[config.mk]
export PLATFORM = sky130hd
export DESIGN_NAME = dac_wr_seq
export DESIGN_NICKNAME = d
export VERILOG_FILES = /design/src/rtl/dac_wr_seq.sv
export SDC_FILE = /design/constraint.sdc
export NUM_CORES = 1
export LEC_CHECK = 0
export BUFFER_PORTS_ARGS = -buffer_cell sky130_fd_sc_hd__buf_4
export CAP_MARGIN = 20
export CORE_AREA = 2 2 52 54
export CTS_CLUSTER_SIZE = 40
export DETAILED_ROUTE_END_ITERATION = 6
export DIE_AREA = 0 0 54 56
export GPL_TIMING_DRIVEN = 0
export PLACE_DENSITY_LB_ADDON = 0.12
export SLEW_MARGIN = 20
export SYNTH_ARGS = -nofsm -noshare
export SYNTH_HDL_FRONTEND = slang
export SYNTH_SLANG_ARGS = --single-unit
export TNS_END_PERCENT = 100
[constraint.sdc]
create_clock -name clk -period 3.8 [get_ports clk]
set_clock_uncertainty 0.2 [all_clocks]
set_input_delay 0.19 -clock clk [delete_from_list [all_inputs] [get_ports clk]]
set_output_delay 0.19 -clock clk [all_outputs]
set_load 0.01 [all_outputs]
[src/rtl/dac_wr_seq.sv]
`timescale 1ns/1ps
module dac_wr_seq #(
  parameter int CH_W        = 3,
  parameter int DATA_W      = 13,
  parameter int CLK_NS      = 20,
  parameter int PULSE_NS    = 50,
  parameter int LOAD_GAP_NS = 50,
  parameter int CLEAR_NS    = 300,
  parameter int SETUP_CYC   = 1,
  parameter int HOLD_CYC    = 1
) (
  input  logic              clk,
  input  logic              rst_n,
  input  logic              cmd_valid,
  output logic              cmd_ready,
  input  logic [CH_W-1:0]   cmd_chan,
  input  logic [DATA_W-1:0] cmd_data,
  input  logic              cmd_load,
  input  logic              clr_req,
  output logic              dac_cs_n,
  output logic              dac_wr_n,
  output logic [CH_W-1:0]   dac_addr,
  output logic [DATA_W-1:0] dac_data,
  output logic              dac_load_n,
  output logic              dac_clear_n
);
  localparam int PULSE_RAW = (PULSE_NS + CLK_NS - 1) / CLK_NS;
  localparam int PULSE_CYC = (PULSE_RAW < 1) ? 1 : PULSE_RAW;
  localparam int GAP_RAW   = (LOAD_GAP_NS + CLK_NS - 1) / CLK_NS - HOLD_CYC;
  localparam int GAP_CYC   = (GAP_RAW < 1) ? 1 : GAP_RAW;
  localparam int CLR_RAW   = (CLEAR_NS + CLK_NS - 1) / CLK_NS;
  localparam int CLEAR_CYC = (CLR_RAW < 1) ? 1 : CLR_RAW;
  localparam int CNT_W     = $clog2(CLEAR_CYC + PULSE_CYC + GAP_CYC + SETUP_CYC + HOLD_CYC + 1);

  typedef enum logic [2:0] {
    S_IDLE, S_SETUP, S_STROBE, S_HOLD, S_GAP, S_LOAD, S_CLEAR
  } state_t;

  state_t           st;
  logic [CNT_W-1:0] cnt;
  logic             load_pend;
  logic             clr_pend;

  assign cmd_ready   = (st == S_IDLE) && !clr_pend && !clr_req;
  assign dac_cs_n    = (st != S_STROBE);
  assign dac_wr_n    = (st != S_STROBE);
  assign dac_load_n  = (st != S_LOAD);
  assign dac_clear_n = (st != S_CLEAR);

  always_ff @(posedge clk) begin
    if (!rst_n) begin
      st        <= S_IDLE;
      cnt       <= '0;
      load_pend <= 1'b0;
      clr_pend  <= 1'b0;
      dac_addr  <= '0;
      dac_data  <= '0;
    end else begin
      clr_pend <= clr_pend | clr_req;
      if (st != S_IDLE && cnt != '0) begin
        cnt <= cnt - 1'b1;
      end else begin
        case (st)
          S_IDLE: begin
            if (clr_req || clr_pend) begin
              st       <= S_CLEAR;
              cnt      <= CNT_W'(CLEAR_CYC - 1);
              clr_pend <= 1'b0;
            end else if (cmd_valid) begin
              st        <= S_SETUP;
              cnt       <= CNT_W'(SETUP_CYC - 1);
              dac_addr  <= cmd_chan;
              dac_data  <= cmd_data;
              load_pend <= cmd_load;
            end
          end
          S_SETUP: begin
            st  <= S_STROBE;
            cnt <= CNT_W'(PULSE_CYC - 1);
          end
          S_STROBE: begin
            st  <= S_HOLD;
            cnt <= CNT_W'(HOLD_CYC - 1);
          end
          S_HOLD: begin
            if (load_pend) begin
              st  <= S_GAP;
              cnt <= CNT_W'(GAP_CYC - 1);
            end else begin
              st <= S_IDLE;
            end
          end
          S_GAP: begin
            st  <= S_LOAD;
            cnt <= CNT_W'(PULSE_CYC - 1);
          end
          default: st <= S_IDLE;
        endcase
      end
    end
  end

  logic [CNT_W-1:0] wr_run, load_run, clr_run, cs_high;

  always_ff @(posedge clk) begin
    if (!rst_n) begin
      wr_run   <= '0;
      load_run <= '0;
      clr_run  <= '0;
      cs_high  <= '1;
    end else begin
      wr_run   <= dac_wr_n    ? '0 : ((wr_run   == '1) ? wr_run   : wr_run   + 1'b1);
      load_run <= dac_load_n  ? '0 : ((load_run == '1) ? load_run : load_run + 1'b1);
      clr_run  <= dac_clear_n ? '0 : ((clr_run  == '1) ? clr_run  : clr_run  + 1'b1);
      cs_high  <= !dac_cs_n   ? '0 : ((cs_high  == '1) ? cs_high  : cs_high  + 1'b1);
    end
  end

  p_wr_width_r3: assert property (@(posedge clk) disable iff (!rst_n)
    $rose(dac_wr_n) |-> wr_run == CNT_W'(PULSE_CYC));

  p_bus_stable_r4: assert property (@(posedge clk) disable iff (!rst_n)
    (!dac_wr_n && $past(!dac_wr_n)) |-> ($stable(dac_addr) && $stable(dac_data)));

  p_bus_hold_r4: assert property (@(posedge clk) disable iff (!rst_n)
    $rose(dac_wr_n) |-> ($stable(dac_addr) && $stable(dac_data)));

  p_ready_busy_r5: assert property (@(posedge clk) disable iff (!rst_n)
    !dac_wr_n |-> !cmd_ready);

  p_load_width_r6: assert property (@(posedge clk) disable iff (!rst_n)
    $rose(dac_load_n) |-> load_run == CNT_W'(PULSE_CYC));

  p_load_gap_r6: assert property (@(posedge clk) disable iff (!rst_n)
    $fell(dac_load_n) |-> cs_high >= CNT_W'(HOLD_CYC + GAP_CYC));

  p_load_no_overlap_r6: assert property (@(posedge clk) disable iff (!rst_n)
    !dac_load_n |-> (dac_wr_n && dac_cs_n));

  p_clear_width_r8: assert property (@(posedge clk) disable iff (!rst_n)
    $rose(dac_clear_n) |-> clr_run == CNT_W'(CLEAR_CYC));

  p_clear_quiet_r8: assert property (@(posedge clk) disable iff (!rst_n)
    !dac_clear_n |-> (dac_wr_n && dac_load_n && !cmd_ready));
endmodule

==> run summary <==
• **crit path launch type** flip-flop
• **type of the most critical hold path** in -> reg
• **global router's overall resource usage** 0.2418
• **Clock Tree Buf Depth** 2
• **area used by sequential logic in the layout** 520.5 um^2
• **CTS tree** built
• **CP Class** reg -> reg
• **Data required, critical path** 3.86 ns
• **Pins Over Slew Limit** 0
• **Worst Reg-to-Reg Cells** 7
• **share of post-route cells with drive strength above 1** 0.3014
• **total wirelength of the detailed-routed design** 3321 um
• **1st-pass router iterations** 4
• **maximum fanout encountered on the critical timing path** 6
• **library cell with the largest summed area after synthesis** dfxtp_1
• **slew at the pin closest to its max-slew limit** 0.5022 ns
• **core area** 0.002432 mm^2
• **endpoint class of the critical path** flip-flop
• **share of the cycle needed by the critical path after routing** 0.5463
• **count of inserted antenna diode cells** 0
• **endpoints failing hold** 0
• **Avg Inst Size Synth** 8.004 um^2
• **count of nets after finishing** 242
• **wire length of the first global-routing pass** 5561 um
• **number of max-capacitance violations reported** 0
• **outcome** finished clean
• **Num CTS Buffers** 3
• **flop and latch count out of synthesis** 26
• **Antenna Violating Nets Remaining** 0
• **number of clock sinks** 26
• **predominant post-synthesis flop cell** dfxtp_1
• **H-tree Lvls** 1
• **vertical die dimension** 56 um
• **power density over the cells** 643.0 mW/mm^2
• **number of different library cells in the post-synthesis netlist** 36
• **Initial Utilization** 0.5134
• **layout overhead on the synthesized area** 46.29%
• **Hold Path Depth** 4
• **PostCTS Resize Cnt** 0
• **Die Area** 0.003024 mm^2
• **Synthesized Nets** 178
• **proportion of netlist area held by the largest area contributor** 0.4168
• **maximum number of pins on one net before global-route repair** 16
• **DR WL/cell** 13.34 um
• **utilization after layout** 0.7510
• **Detail Placement HPWL** 2259 um
• **width of the die** 54 um
• **Filler Cells Inserted** 182
• **vias post-DR** 1331
• **async set or reset register ratio after synthesis** 0
• **Final Critical Period** 2.076 ns
• **clock latency reported for the late side of the worst-skew pair** 0.33 ns
• **WP data arrival** 2.14 ns
• **initial antenna violation count** 0
• **Congestion Overflow GR** 0
• **number of top-level pins** 42
• **Max-slew headroom** 0.6652
• **number of flops mapped to enable cells by yosys** 0
• **Clock Root Buffer** clkbuf_4
• **Post-Synthesis Cell Area** 0.001249 mm^2
• **final count of negative-setup-slack endpoints** 0
• **Total Neg Setup Slack** 0 ns
• **DRC viols** 0
• **Peak VDD IR** 0.4374 mV
• **warnings from Yosys** 0
• **port bufs** 41
• **Clock transition at path regs** 0.16 ns
• **post-CTS setup-driven buffer insertion count** 0
• **final RePlAce weighted congestion** 0.8088
• **count of mapped cells out of synthesis** 156
• **highest clock rate** 481.7 MHz
• **number of vias per cell** 5.345
• **top area cells in the synthesized netlist** dfxtp_1 (42%), nand2_1 (12%), a21oi_1 (10%)
• **static leakage power** 0.7682 nW
• **RSZ-0062 raised after global routing** no
• **share of the yosys chip area belonging to registers** 0.4168
• **DRT iter0 DRCs** 40
• **number of global-route vias before repair** 1263
• **number of placement rows** 18
• **multi-input combinational cell area** 651.9 um^2
report_power, final:
part | internal, W | switching (W) | leakage, nW
combinational | 0.000290 | 0.000320 | 0.528
sequential | 0.000326 | 0.0000444 | 0.212
clock | 0.000107 | 0.0000871 | 0.0279
logic make-up after synthesis:
group	synth area share
flops	0.4168
buf+inv	0.06112
fa+ha+maj	0.01002
compound gates	0.2084
mux	0.008016
simple gates	0.2956
what timing repair did:
action,4_1_cts,5_1_grt
setup endpoints to repair,0,0
hold endpoints to repair,20,0
hold buffers,18,0
per-stage QoR:
step	setup slack (ns)	cell area, um^2	power, W	hold slack, ns	instances
after floorplan	1.884	1249	0.0008015	0.1132	156
after global placement	1.798	1594	0.0009459	0.2391	227
after detailed placement	1.762	1594	0.0009672	0.2477	227
after CTS	1.719	1827	0.001170	0.01440	249
after global routing	1.614	1827	0.001254	0.01219	249
final	1.724	1827	0.001175	0.008102	249
worst max-delay path, cell delays in order, from the launching register on:
cell,delay (ns)
dfxtp_1,0.35
inv_1,0.09
ha_1,0.20
or4b_4,0.47
buf_6,0.15
a21oi_4,0.18
a211oi_1,0.11
a221oi_2,0.25
path summary, 6_finish.rpt:
check	slack, ns	to	startpoint
hold reg to reg	0.27	dac_addr[0]	dac_addr[0]
hold / removal	0.008	cnt[4]	cmd_valid
setup reg to reg	1.72	cnt[0]	cnt[0]
setup / recovery	1.72	cnt[0]	cnt[0]
flip-flops by register name, indices dropped and copies added (netlist names):
| register | flops |
|---|---|
| dac_data | 13 |
| cnt | 5 |
| dac_addr | 3 |
| st | 3 |
| clr_pend | 1 |
| load_pend | 1 |
cells in the mapped netlist (2+ instances only):
| cell type | number |
|---|---|
| a21oi_1 | 25 |
| nand2_1 | 39 |
| o21ai_0 | 7 |
| or2_2 | 4 |
| clkbuf_1 | 3 |
| buf_4 | 3 |
| or3_1 | 2 |
| a211oi_1 | 2 |
| dfxtp_1 | 26 |
| inv_1 | 3 |
| or4_1 | 2 |
| nor3_4 | 2 |
| nand3b_1 | 2 |
| buf_2 | 4 |
| and3_1 | 2 |
| nor2_1 | 10 |
area by class of cell:
type / instances / share of cell area
Tap cell: 30 / 0.02055
Timing Repair Buffer: 59 / 0.2671
Inverter: 3 / 0.006164
Multi-Input combinational cell: 116 / 0.3568
Clock buffer: 3 / 0.01233
Buffer: 11 / 0.03562
Clock inverter: 1 / 0.01644
Sequential cell: 26 / 0.2849
cell usage in the layout (no fill, tap or decap), drive strengths merged, types with 2 or more instances in the layout:
cell and count:
buf 49, nand2 40, dfxtp 26, a21oi 26, dlygate4sd3 18, nor2 10
o21ai 8, clkbuf 6, or2 4, inv 3, nor3 3, nand3b 2
or3 2, and3 2, or4 2, a211oi 2
layer usage:
| layer | part of all wire | track usage | vias to the layer above |
|---|---|---|---|
| li1 | - | - | 660 |
| met1 | 0.43 | 0.3181 | 636 |
| met2 | 0.52 | 0.4111 | 33 |
| met3 | 0.035 | 0.03763 | 2 |
| met4 | 0.0051 | 0.04643 | 0 |
| met5 | 0 | 0 | - |
Note: power is estimated with default switching activity, not from simulation.
